==> config.mk <==
export PLATFORM = sky130hd
export DESIGN_NAME = copro_io_map
export DESIGN_NICKNAME = d
export VERILOG_FILES = /design/src/rtl/cio_pkg.sv /design/src/rtl/cio_decode.sv /design/src/rtl/cio_ctrl.sv /design/src/rtl/cio_bootrom.sv /design/src/rtl/copro_io_map.sv
export SDC_FILE = /design/constraint.sdc
export NUM_CORES = 1
export LEC_CHECK = 0
export BUFFER_PORTS_ARGS = -buffer_cell sky130_fd_sc_hd__buf_4
export CAP_MARGIN = 20
export CORE_ASPECT_RATIO = 0.75
export CORE_MARGIN = 4
export CORE_UTILIZATION = 40
export DETAILED_ROUTE_END_ITERATION = 12
export PLACE_DENSITY = 0.73
export SYNTH_ARGS = -nofsm -noshare
export SYNTH_HDL_FRONTEND = slang
export SYNTH_SLANG_ARGS = --single-unit
==> constraint.sdc <==
create_clock -name clk -period 4.5 [get_ports clk]
set_input_delay 0.675 -clock clk [delete_from_list [all_inputs] [get_ports clk]]
set_output_delay 0.675 -clock clk [all_outputs]
set_load 0.01 [all_outputs]
==> src/rtl/cio_pkg.sv <==
// Package: shared address map constants, region type and ROM content function
// for the coprocessor I/O page decoder. Assumes a 16-bit byte address space.
package cio_pkg;
    localparam int NUM_TMR   = 3;
    localparam int NUM_PORT  = 4;
    localparam int DSP_AW    = 7;

    typedef enum logic [3:0] {
        RG_RAM,
        RG_TEST,
        RG_CTRL,
        RG_IDX,
        RG_WIN,
        RG_PORT,
        RG_PERIOD,
        RG_COUNT,
        RG_ROM
    } region_e;

    // Byte at offset idx of a ROM of nbytes: zero, then the boot vector (low, high)
    function automatic logic [7:0] rom_byte(input int idx, input int nbytes,
                                            input logic [15:0] vec);
        if (idx == nbytes - 2)      rom_byte = vec[7:0];
        else if (idx == nbytes - 1) rom_byte = vec[15:8];
        else                        rom_byte = 8'h00;
    endfunction
endpackage

==> src/rtl/cio_decode.sv <==
// Module: cio_decode
// Classifies a CPU address into a region and a small sub-index (port or timer).
// Assumes the I/O page is 0x00F0..0x00FF and the ROM occupies the top ROM_BYTES.
module cio_decode
    import cio_pkg::*;
#(
    parameter int ADDR_W    = 16,
    parameter int ROM_BYTES = 64
) (
    input  logic [ADDR_W-1:0] addr,
    output region_e           region,
    output logic [1:0]        sub
);
    localparam int ROM_AW = $clog2(ROM_BYTES);

    logic in_page;
    logic in_rom;

    // Page and ROM window detection
    always_comb begin
        in_page = (addr[ADDR_W-1:8] == '0) && (addr[7:4] == 4'hF);
        in_rom  = &addr[ADDR_W-1:ROM_AW];
    end

    // Region selection and sub-index within the I/O page
    always_comb begin
        region = RG_RAM;
        sub    = 2'd0;
        if (in_rom) begin
            region = RG_ROM;
        end else if (in_page) begin
            unique case (addr[3:0])
                4'h0: region = RG_TEST;
                4'h1: region = RG_CTRL;
                4'h2: region = RG_IDX;
                4'h3: region = RG_WIN;
                4'h4, 4'h5, 4'h6, 4'h7: begin
                    region = RG_PORT;
                    sub    = addr[1:0];
                end
                4'h8, 4'h9: region = RG_RAM;
                4'hA, 4'hB, 4'hC: begin
                    region = RG_PERIOD;
                    sub    = 2'(addr[3:0] - 4'hA);
                end
                default: begin
                    region = RG_COUNT;
                    sub    = 2'(addr[3:0] - 4'hD);
                end
            endcase
        end
    end
endmodule

==> src/rtl/cio_ctrl.sv <==
// Module: cio_ctrl
// Holds the control state (timer enables, overlay flag), the window index and
// the four host-loaded port bytes. Assumes write strobes are one cycle wide and
// already qualified by the decoder.
module cio_ctrl
    import cio_pkg::*;
(
    input  logic                  clk,
    input  logic                  rst_n,
    input  logic                  ctrl_we,
    input  logic                  idx_we,
    input  logic [7:0]            wdata,
    input  logic                  host_we,
    input  logic [1:0]            host_sel,
    input  logic [7:0]            host_data,
    output logic [NUM_TMR-1:0]    tmr_en,
    output logic [NUM_TMR-1:0]    tmr_start,
    output logic                  rom_en,
    output logic [7:0]            idx,
    output logic [NUM_PORT*8-1:0] ports
);
    logic [7:0] port_q [NUM_PORT];
    logic [NUM_PORT-1:0] port_clr;

    // Port clear requests: bit 4 -> bytes 0/1, bit 5 -> bytes 2/3
    always_comb begin
        port_clr = '0;
        if (ctrl_we) port_clr = {{2{wdata[5]}}, {2{wdata[4]}}};
    end

    // Start pulses for timers going from disabled to enabled
    always_comb begin
        tmr_start = ctrl_we ? (wdata[NUM_TMR-1:0] & ~tmr_en) : '0;
    end

    // Control byte and index registers
    always_ff @(posedge clk) begin
        if (!rst_n) begin
            tmr_en <= '0;
            rom_en <= 1'b1;
            idx    <= '0;
        end else begin
            if (ctrl_we) begin
                tmr_en <= wdata[NUM_TMR-1:0];
                rom_en <= wdata[7];
            end
            if (idx_we) idx <= wdata;
        end
    end

    // Port byte registers, clear has priority over host load
    for (genvar g = 0; g < NUM_PORT; g++) begin : g_port
        always_ff @(posedge clk) begin
            if (!rst_n)                              port_q[g] <= '0;
            else if (port_clr[g])                    port_q[g] <= '0;
            else if (host_we && host_sel == 2'(g))   port_q[g] <= host_data;
        end
        assign ports[g*8 +: 8] = port_q[g];
    end


    port_clear_low_chk: assert property (@(posedge clk) disable iff (!rst_n)
        (ctrl_we && wdata[4]) |=> (ports[15:0] == 16'h0000));

    port_clear_high_chk: assert property (@(posedge clk) disable iff (!rst_n)
        (ctrl_we && wdata[5]) |=> (ports[31:16] == 16'h0000));

    overlay_follow_chk: assert property (@(posedge clk) disable iff (!rst_n)
        ctrl_we |=> (rom_en == $past(wdata[7])));

    start_then_enabled_chk: assert property (@(posedge clk) disable iff (!rst_n)
        (tmr_start != '0) |=> ((tmr_en & $past(tmr_start)) == $past(tmr_start)));

    index_load_chk: assert property (@(posedge clk) disable iff (!rst_n)
        idx_we |=> (idx == $past(wdata)));
endmodule

==> src/rtl/cio_bootrom.sv <==
// Module: cio_bootrom
// Built-in boot ROM and the overlay read mux over the RAM underneath.
// Assumes RAM read data is valid in the same cycle as the address.
module cio_bootrom
    import cio_pkg::*;
#(
    parameter int          ROM_BYTES = 64,
    parameter logic [15:0] BOOT_VEC  = 16'hFFC0,
    localparam int         ROM_AW    = $clog2(ROM_BYTES)
) (
    input  logic [ROM_AW-1:0] offset,
    input  logic              rom_en,
    input  logic [7:0]        ram_rdata,
    output logic [7:0]        rdata
);
    logic [7:0] rom_tbl [ROM_BYTES];

    // ROM contents computed from the boot vector
    for (genvar g = 0; g < ROM_BYTES; g++) begin : g_rom
        assign rom_tbl[g] = rom_byte(g, ROM_BYTES, BOOT_VEC);
    end

    // Overlay select: ROM while enabled, RAM otherwise
    always_comb begin
        rdata = rom_en ? rom_tbl[offset] : ram_rdata;
    end
endmodule

==> src/rtl/copro_io_map.sv <==
// Module: copro_io_map (top)
// Decodes CPU byte accesses into RAM passthrough, the I/O page registers,
// DSP window strobes, timer strobes and the boot-ROM overlay.
// Assumes one access per cycle; read data is combinational in that cycle.
module copro_io_map
    import cio_pkg::*;
#(
    parameter int          ADDR_W    = 16,
    parameter int          ROM_BYTES = 64,
    parameter int          CNT_W     = 4,
    parameter logic [15:0] BOOT_VEC  = 16'hFFC0
) (
    input  logic                     clk,
    input  logic                     rst_n,
    input  logic                     cpu_req,
    input  logic                     cpu_we,
    input  logic [ADDR_W-1:0]        cpu_addr,
    input  logic [7:0]               cpu_wdata,
    output logic [7:0]               cpu_rdata,
    output logic                     ram_we,
    output logic [ADDR_W-1:0]        ram_addr,
    output logic [7:0]               ram_wdata,
    input  logic [7:0]               ram_rdata,
    input  logic                     host_we,
    input  logic [1:0]               host_sel,
    input  logic [7:0]               host_data,
    output logic                     dsp_rd,
    output logic                     dsp_wr,
    output logic [DSP_AW-1:0]        dsp_addr,
    output logic [7:0]               dsp_wdata,
    input  logic [7:0]               dsp_rdata,
    output logic [NUM_TMR-1:0]       tmr_en,
    output logic [NUM_TMR-1:0]       tmr_start,
    output logic [NUM_TMR-1:0]       tmr_period_we,
    output logic [7:0]               tmr_period_data,
    output logic [NUM_TMR-1:0]       tmr_cnt_clr,
    input  logic [NUM_TMR*CNT_W-1:0] tmr_cnt
);
    localparam int ROM_AW = $clog2(ROM_BYTES);

    region_e               region;
    logic [1:0]            sub;
    logic                  wr, rd;
    logic                  ctrl_we, idx_we;
    logic                  rom_en;
    logic [7:0]            idx;
    logic [NUM_PORT*8-1:0] ports;
    logic [7:0]            rom_rdata;
    logic [CNT_W-1:0]      cnt_sel;

    cio_decode #(.ADDR_W(ADDR_W), .ROM_BYTES(ROM_BYTES)) u_dec (
        .addr   (cpu_addr),
        .region (region),
        .sub    (sub)
    );

    cio_ctrl u_ctrl (
        .clk       (clk),
        .rst_n     (rst_n),
        .ctrl_we   (ctrl_we),
        .idx_we    (idx_we),
        .wdata     (cpu_wdata),
        .host_we   (host_we),
        .host_sel  (host_sel),
        .host_data (host_data),
        .tmr_en    (tmr_en),
        .tmr_start (tmr_start),
        .rom_en    (rom_en),
        .idx       (idx),
        .ports     (ports)
    );

    cio_bootrom #(.ROM_BYTES(ROM_BYTES), .BOOT_VEC(BOOT_VEC)) u_rom (
        .offset    (cpu_addr[ROM_AW-1:0]),
        .rom_en    (rom_en),
        .ram_rdata (ram_rdata),
        .rdata     (rom_rdata)
    );

    // Qualified access kinds
    always_comb begin
        wr = cpu_req && cpu_we;
        rd = cpu_req && !cpu_we;
    end

    // Write-side strobes per region
    always_comb begin
        ctrl_we       = wr && (region == RG_CTRL);
        idx_we        = wr && (region == RG_IDX);
        ram_we        = wr && (region == RG_RAM || region == RG_ROM);
        dsp_wr        = wr && (region == RG_WIN) && !idx[7];
        dsp_rd        = rd && (region == RG_WIN);
        tmr_period_we = '0;
        tmr_cnt_clr   = '0;
        if (wr && region == RG_PERIOD) tmr_period_we[sub] = 1'b1;
        if (cpu_req && region == RG_COUNT) tmr_cnt_clr[sub] = 1'b1;
    end

    // Passthrough buses
    always_comb begin
        ram_addr        = cpu_addr;
        ram_wdata       = cpu_wdata;
        dsp_addr        = idx[DSP_AW-1:0];
        dsp_wdata       = cpu_wdata;
        tmr_period_data = cpu_wdata;
        cnt_sel         = tmr_cnt[sub*CNT_W +: CNT_W];
    end

    // Read data mux
    always_comb begin
        unique case (region)
            RG_RAM:   cpu_rdata = ram_rdata;
            RG_ROM:   cpu_rdata = rom_rdata;
            RG_IDX:   cpu_rdata = idx;
            RG_WIN:   cpu_rdata = dsp_rdata;
            RG_PORT:  cpu_rdata = ports[sub*8 +: 8];
            RG_COUNT: cpu_rdata = 8'(cnt_sel);
            default:  cpu_rdata = 8'h00;
        endcase
    end


    rom_write_reaches_ram_chk: assert property (@(posedge clk) disable iff (!rst_n)
        (cpu_req && cpu_we && (&cpu_addr[ADDR_W-1:ROM_AW])) |-> ram_we);

    dsp_strobe_exclusive_chk: assert property (@(posedge clk) disable iff (!rst_n)
        $onehot0({dsp_rd, dsp_wr}));

    counter_clear_single_chk: assert property (@(posedge clk) disable iff (!rst_n)
        $onehot0(tmr_cnt_clr));

    test_write_silent_chk: assert property (@(posedge clk) disable iff (!rst_n)
        (cpu_req && cpu_we && cpu_addr == ADDR_W'(16'h00F0))
            |-> (!ram_we && !dsp_wr && tmr_period_we == '0 && tmr_cnt_clr == '0));

    enable_stable_chk: assert property (@(posedge clk) disable iff (!rst_n)
        !(cpu_req && cpu_we && cpu_addr == ADDR_W'(16'h00F1)) |=> $stable(tmr_en));
endmodule

# After elaboration in Yosys (flattened, before gate mapping)
# Memory sizes are Yosys's and may differ from the RTL's.
# Cells that the tools add are included.
dict set report classes {
  order_cmp 3
  n_eq_ne 23
  bitwise_logic 11
  addsub 2
  n_shift 2
  n_mux 53
  n_reduce_logical 28
}
# cell count
set op_table {}
lappend op_table {{$mux W8} 11}
lappend op_table {{$pmux W8 S6} 1}
lappend op_table {{$eq A4 B3 Y1 const B} 8}
lappend op_table {{$shiftx A32 B6 Y8} 1}
lappend op_table {{$mux W1} 30}
lappend op_table {{$eq A4 B4 Y1 const B} 7}
lappend op_table {{$pmux W3 S7} 1}
lappend op_table {{$eq A4 B2 Y1 const B} 4}
lappend op_table {{$logic_and A1 B1 Y1} 16}
lappend op_table {{$mux W4} 3}
lappend op_table {{$shiftx A12 B5 Y4} 1}
lappend op_table {{$reduce_and A10 Y1} 1}
lappend op_table {{$mux W3} 3}
lappend op_table {{$logic_not A4 Y1} 2}
lappend op_table {{$logic_not A8 Y1} 1}
lappend op_table {{$or A1 B1 Y1} 8}
lappend op_table {{$ge A7 B7 Y1 const B} 1}
lappend op_table {{$not A6 Y7} 1}
lappend op_table {{$pmux W2 S3} 1}
lappend op_table {{$reduce_or A6 Y1} 1}
lappend op_table {{$eq A2 B2 Y1 const B} 2}
lappend op_table {{$eq A4 B1 Y1 const B} 1}
lappend op_table {{$mux W2} 2}
lappend op_table {{$reduce_or A4 Y1} 1}
lappend op_table {{other kinds (13)} 14}
dict set report word_totals {
  ff_bits 12
  ramBits 32
  n_memories 2
  wordCells 127
  in_bits 67
  output_inout_bits 70
  rom_bits 512
}
# name depth word_bits rd rd_clocked_by_memory_dff write_ports line_no
set mem_list {}
lappend mem_list {{(no name shown)} 64 8 1 0 0 cio_bootrom.sv:25} ;# rdata = rom_en ? rom_tbl[offset] : ram_rdata;
lappend mem_list {u_ctrl.port_q 4 8 4 0 4 cio_ctrl.sv:22} ;# logic [7:0] port_q [NUM_PORT];

# Depth between registers and ports, before layout
dict set report logic_depth {
  word_depth 13
  ltp_mapped 10
  ltp_nobuf 8
}

# Modules after synthesis
# A second synthesis with hierarchy kept.
dict set report hier_totals {
  hier_cells 330
  area_unflattened_um2 3368.2
}
# module cells_each area_per_inst_um2 seq_area_each_um2 n_inst
set by_module_without_submodules {}
lappend by_module_without_submodules {cio_ctrl 143 1919.3 1201.2 1}
lappend by_module_without_submodules {copro_io_map 127 1042.2 0.0 1}
lappend by_module_without_submodules {cio_decode 40 280.3 0.0 1}
lappend by_module_without_submodules {cio_bootrom 20 126.4 0.0 1}

# Worst setup path before layout
# OpenSTA, ideal clock, no wires.
dict set report synth_path {
  path_type {in2out}
  startpoint {input cpu_addr[0]}
  endpoint {output cpu_rdata[0]}
  t_arrival_ps 2949
  path_buffers 2
  required_ps 3825
  path_slack_ps 876
  path_stages 10
  cell_sequence {inv_1 -> ha_1 -> buf_6 -> or4_1 -> a221oi_1 -> o31a_2 -> buf_4 -> mux2_1 -> a22oi_1 -> o221ai_1}
}
dict set report synth_via {
  elab_chain_len 7
  word_cells_on_any_way 39
  cone_classes {add/sub: 2; eq/ne: 17; shift: 2; mux: 10; bitwise: 1; reduce/logical: 6; memory: 1}
}
# item line_no
set synth_rtl {}
lappend synth_rtl {{from (decl)} copro_io_map.sv:17} ;# input logic [ADDR_W-1:0] cpu_addr,
lappend synth_rtl {{$eq A4 B1 Y1, or another cell as far along} cio_decode.sv:32} ;# unique case (addr[3:0])
lappend synth_rtl {{$reduce_or A6 Y1 (no line), or another cell as far along} --}
lappend synth_rtl {{$pmux W2 S3 / $pmux W3 S7 (equally long branches)} cio_decode.sv:32}
lappend synth_rtl {{$mux W2 / $mux W4 (equally long branches)} cio_decode.sv:31} ;# end else if (in_page) begin
lappend synth_rtl {{$mux W2 / $mux W4 (equally long branches)} cio_decode.sv:29} ;# if (in_rom) begin
lappend synth_rtl {{$shiftx A32 B6 Y8, or another cell as far along} copro_io_map.sv:116} ;# RG_PORT: cpu_rdata = ports[sub*8 +: 8];
lappend synth_rtl {{$pmux W8 S6 (*)} copro_io_map.sv:111} ;# unique case (region)
lappend synth_rtl {{to (decl)} copro_io_map.sv:19} ;# output logic [7:0] cpu_rdata,
# Mark *: on every way between the ends. The rest lies on a longest branch, timed or not. The select of a mux whose other input is x is not followed.

# Final worst setup path
dict set report layout_path {
  startpoint {input cpu_addr[0]}
  endpoint {output cpu_rdata[2]}
}
# Same word-level chain as after synthesis.

==> results.rst <==
.. list-table::
   :header-rows: 1

   * - Metric
     - Value
   * - Initial core utilization
     - 0.419
   * - Internal
     - 0.729 mW
   * - Synth async-reset ratio
     - 0
   * - Sequential cell area
     - 1200 um^2
   * - Most frequent cells in the layout
     - 144 x buf_4, 34 x and2_1, 32 x edfxtp_1, 28 x nand2_1, 13 x mux2i_1
   * - Net switching fraction of the power
     - 0.257
   * - Final Max Slew Viols
     - 0
   * - Vias in the first global route
     - 2911
   * - Cells after DPL
     - 516
   * - Synthesis Warnings
     - 0
   * - Mux share of post-synthesis cell area
     - 0.101
   * - HPWL reported at the end of detailed placement
     - 8.09 mm
   * - Most common cell after layout, fill and taps aside
     - buf_4
   * - Number of antenna violations at the first check in global routing
     - 0
   * - Met1 layer wirelength in the final routing
     - 3.87 mm
   * - Weighted congestion at the end of routability-driven global placement
     - 0.870
   * - Synthesis-to-finish area growth
     - 26.9%
   * - Number of distinct standard cells referenced by the synthesized netlist
     - 57
   * - Max Fclk
     - 0.238 GHz
   * - Drc violations
     - 0
   * - Met3 wire length
     - 806 um
   * - Antenna cell count
     - 0
   * - Sequential fraction of the synthesis area
     - 0.357
   * - Number of failing hold endpoints at the final stage
     - 0
   * - Maximum number of pins on one net before global-route repair
     - 18
   * - Combinational fraction of design power
     - 0.211
   * - Post-CTS setup buffer count
     - 0
   * - Height of the die
     - 87.4 um
   * - Most used DFF post-synth
     - edfxtp_1
   * - Final cell count without fillers
     - 524
   * - Fin Clk Skew
     - 0 ps
   * - Share of power burned in registers
     - 0.473
   * - Final period utilization
     - 0.933
   * - Post-synth EDFFs
     - 32
   * - Average vias per placed instance
     - 5.49
   * - Count of state elements after synthesis
     - 44
   * - Relative slew slack
     - 0.558
   * - Compound-gate portion of the synthesized area
     - 0.158
   * - Cell chosen for the clock root
     - clkbuf_8
   * - Count of nets left with antenna violations after detail routing
     - 0
   * - Clock share of power
     - 0.317
   * - Number of buffers inserted during clock tree synthesis
     - 5
   * - Core area
     - 8020 um^2
   * - DRT iter0 DRCs
     - 146
   * - Reg clk slew, reported paths
     - 90 ps
   * - # port buffers
     - 136
   * - I/O pin count
     - 137
   * - Avg Cell Area, Syn
     - 10.3 um^2
   * - First-pass GRT wire length
     - 15.1 mm
   * - Global routing usage summed across all routing layers
     - 0.195
   * - Max Cap Viol
     - 0
   * - Worst hold slack across all endpoints
     - 486 ps
   * - Switch Pwr
     - 0.251 mW
   * - Number of iterations in the first detailed-routing pass
     - 4
   * - Detailed-route wire length per cell
     - 19.1 um
   * - Overall routed net length
     - 10.0 mm
   * - Total of endpoints with negative setup slack in the final report
     - 0
   * - Via count
     - 2875
   * - Critical Setup Path Class
     - input port to output port
   * - RSZ-0062 raised after global routing
     - false
   * - Synthesized-area fraction occupied by xor and xnor cells
     - 0
   * - Die area
     - 9950 um^2
   * - Maximum fanout along the worst path
     - 12
   * - Actual transition at the worst max-transition pin
     - 660 ps
   * - Post-Synthesis Net Count
     - 398
   * - Summed negative setup slack over all endpoints
     - 0 ps
   * - Clock tree buffer depth
     - 2
   * - Largest family of logic cells by synthesized area
     - simple AND/OR/NAND/NOR gates
   * - Post-placement worst setup slack
     - 343 ps
   * - Post-Synthesis Cells
     - 326
   * - Run status
     - finished, final reports clean
   * - H-tree level count
     - 2
   * - Register-to-register setup slack
     - 3810 ps
   * - Sink Count
     - 44
   * - Clock insertion delay at the later pin of the skew report
     - 300 ps
   * - Post-layout net count
     - 490
   * - Detail Route met2 WL
     - 5.17 mm
   * - Arr. time, crit path
     - 3520 ps
   * - Share of synthesized cell area in full adder, half adder and majority cells
     - 0.0186
   * - Highest metal layer with signal wires
     - met4
   * - Endpoint class of the critical path
     - output port
   * - Post-synthesis simple-gate area fraction
     - 0.229
   * - Resized cells post-CTS
     - 0
   * - Multi-input gate area in the final layout
     - 1710 um^2
   * - Power density over cell area
     - 230 nW/um^2
   * - Total of hold buffers inserted after clock tree synthesis
     - 0
   * - Minimum setup slack in the final design
     - 301 ps
   * - Kind of start point of the critical path
     - input port
   * - Final Util
     - 0.532
   * - Filler cell count in the final layout
     - 708
   * - Overall overflow remaining after global route
     - 0
   * - TritonCTS clock tree
     - built
   * - Leak
     - 1.79 nW
   * - Combined area of all synthesized cells
     - 3360 um^2
   * - Maximum resistive drop on vdd
     - 0.169 mV
   * - Worst min-delay path category
     - flip-flop to flip-flop
   * - Data required time at the worst endpoint
     - 3830 ps
   * - Floorplan row count
     - 28
   * - Time the worst path needs with I/O delays and setup
     - 4200 ps
   * - Share of layout cells above drive strength 1
     - 0.427
   * - Die Width
     - 114 um
## per-layer routing
metal  vias up  track usage
met5         -            0
met4         0       0.0475
met3        18       0.0410
met2       110        0.361
met1      1382        0.231
li1       1365            -
## power groups by stage
stage / sequential [mW] / clock (mW) / combinational, mW
2_1_floorplan: 0.469 / 0 / 0.115
3_3_place_gp: 0.471 / 0 / 0.203
3_5_place_dp: 0.473 / 0 / 0.207
4_1_cts: 0.464 / 0.315 / 0.207
5_1_grt: 0.465 / 0.333 / 0.223
6_report: 0.463 / 0.310 / 0.206
## final cells by class
type | count | share of cell area
multi-input combinational | 216 | 0.401
sequential | 44 | 0.281
timing repair buffer | 144 | 0.253
tap | 105 | 0.0308
clock buffer | 5 | 0.0161
clock inverter | 3 | 0.0108
inverter | 7 | 0.00616
## critical path: stages
cell      delay, ps
buf_4           120
inv_1           100
ha_1            350
or4_1           610
a221oi_1        400
o31a_2          380
mux2_2          380
a22oi_1         160
o221ai_1        170
buf_4           180
## Yosys cell counts (5+ instances only)
library cell / number / share of area
buf_4: 50 / 0.11
and2_1: 34 / 0.063
edfxtp_1: 32 / 0.29
nand2_1: 28 / 0.031
mux2i_1: 13 / 0.039
dfxtp_1: 12 / 0.071
nand3_1: 11 / 0.016
nor2_1: 11 / 0.012
a22oi_1: 10 / 0.022
nor2b_1: 10 / 0.019
a221oi_1: 9 / 0.023
inv_1: 7 / 0.0078
nor3_1: 6 / 0.0089
ha_1: 5 / 0.019
nand4_1: 5 / 0.0093
## final timing paths
path                              endpoint  depth (start not counted)                     startpoint
min          u_ctrl.tmr_en[0]$_SDFFE_PN0P_                          2  u_ctrl.tmr_en[0]$_SDFFE_PN0P_
min reg2reg  u_ctrl.tmr_en[0]$_SDFFE_PN0P_                          2  u_ctrl.tmr_en[0]$_SDFFE_PN0P_
max                           cpu_rdata[2]                         10                    cpu_addr[0]
max reg2reg  u_ctrl.tmr_en[1]$_SDFFE_PN0P_                          2  u_ctrl.tmr_en[1]$_SDFFE_PN0P_
## per-stage QoR
step                area [um^2]  total power [mW]
floorplan                  3360             0.583
global placement           4150             0.674
detailed placement         4150             0.680
CTS                        4270             0.986
global route               4270              1.02
finish                     4270             0.980
## kinds of logic (layout without fill, tap and decap cells)
family	after synthesis	in the layout
compound gates	54	54
fa+ha+maj	5	5
buf+inv	66	159
flops	44	44
mux	25	25
simple gates	132	132
## state kept, by name, indices dropped and copies added (netlist names)
signal	flops
u_ctrl.rom_en	1
u_ctrl.tmr_en	3
u_ctrl.port_q	32
u_ctrl.idx	8
(Power assumes the default switching activity.)
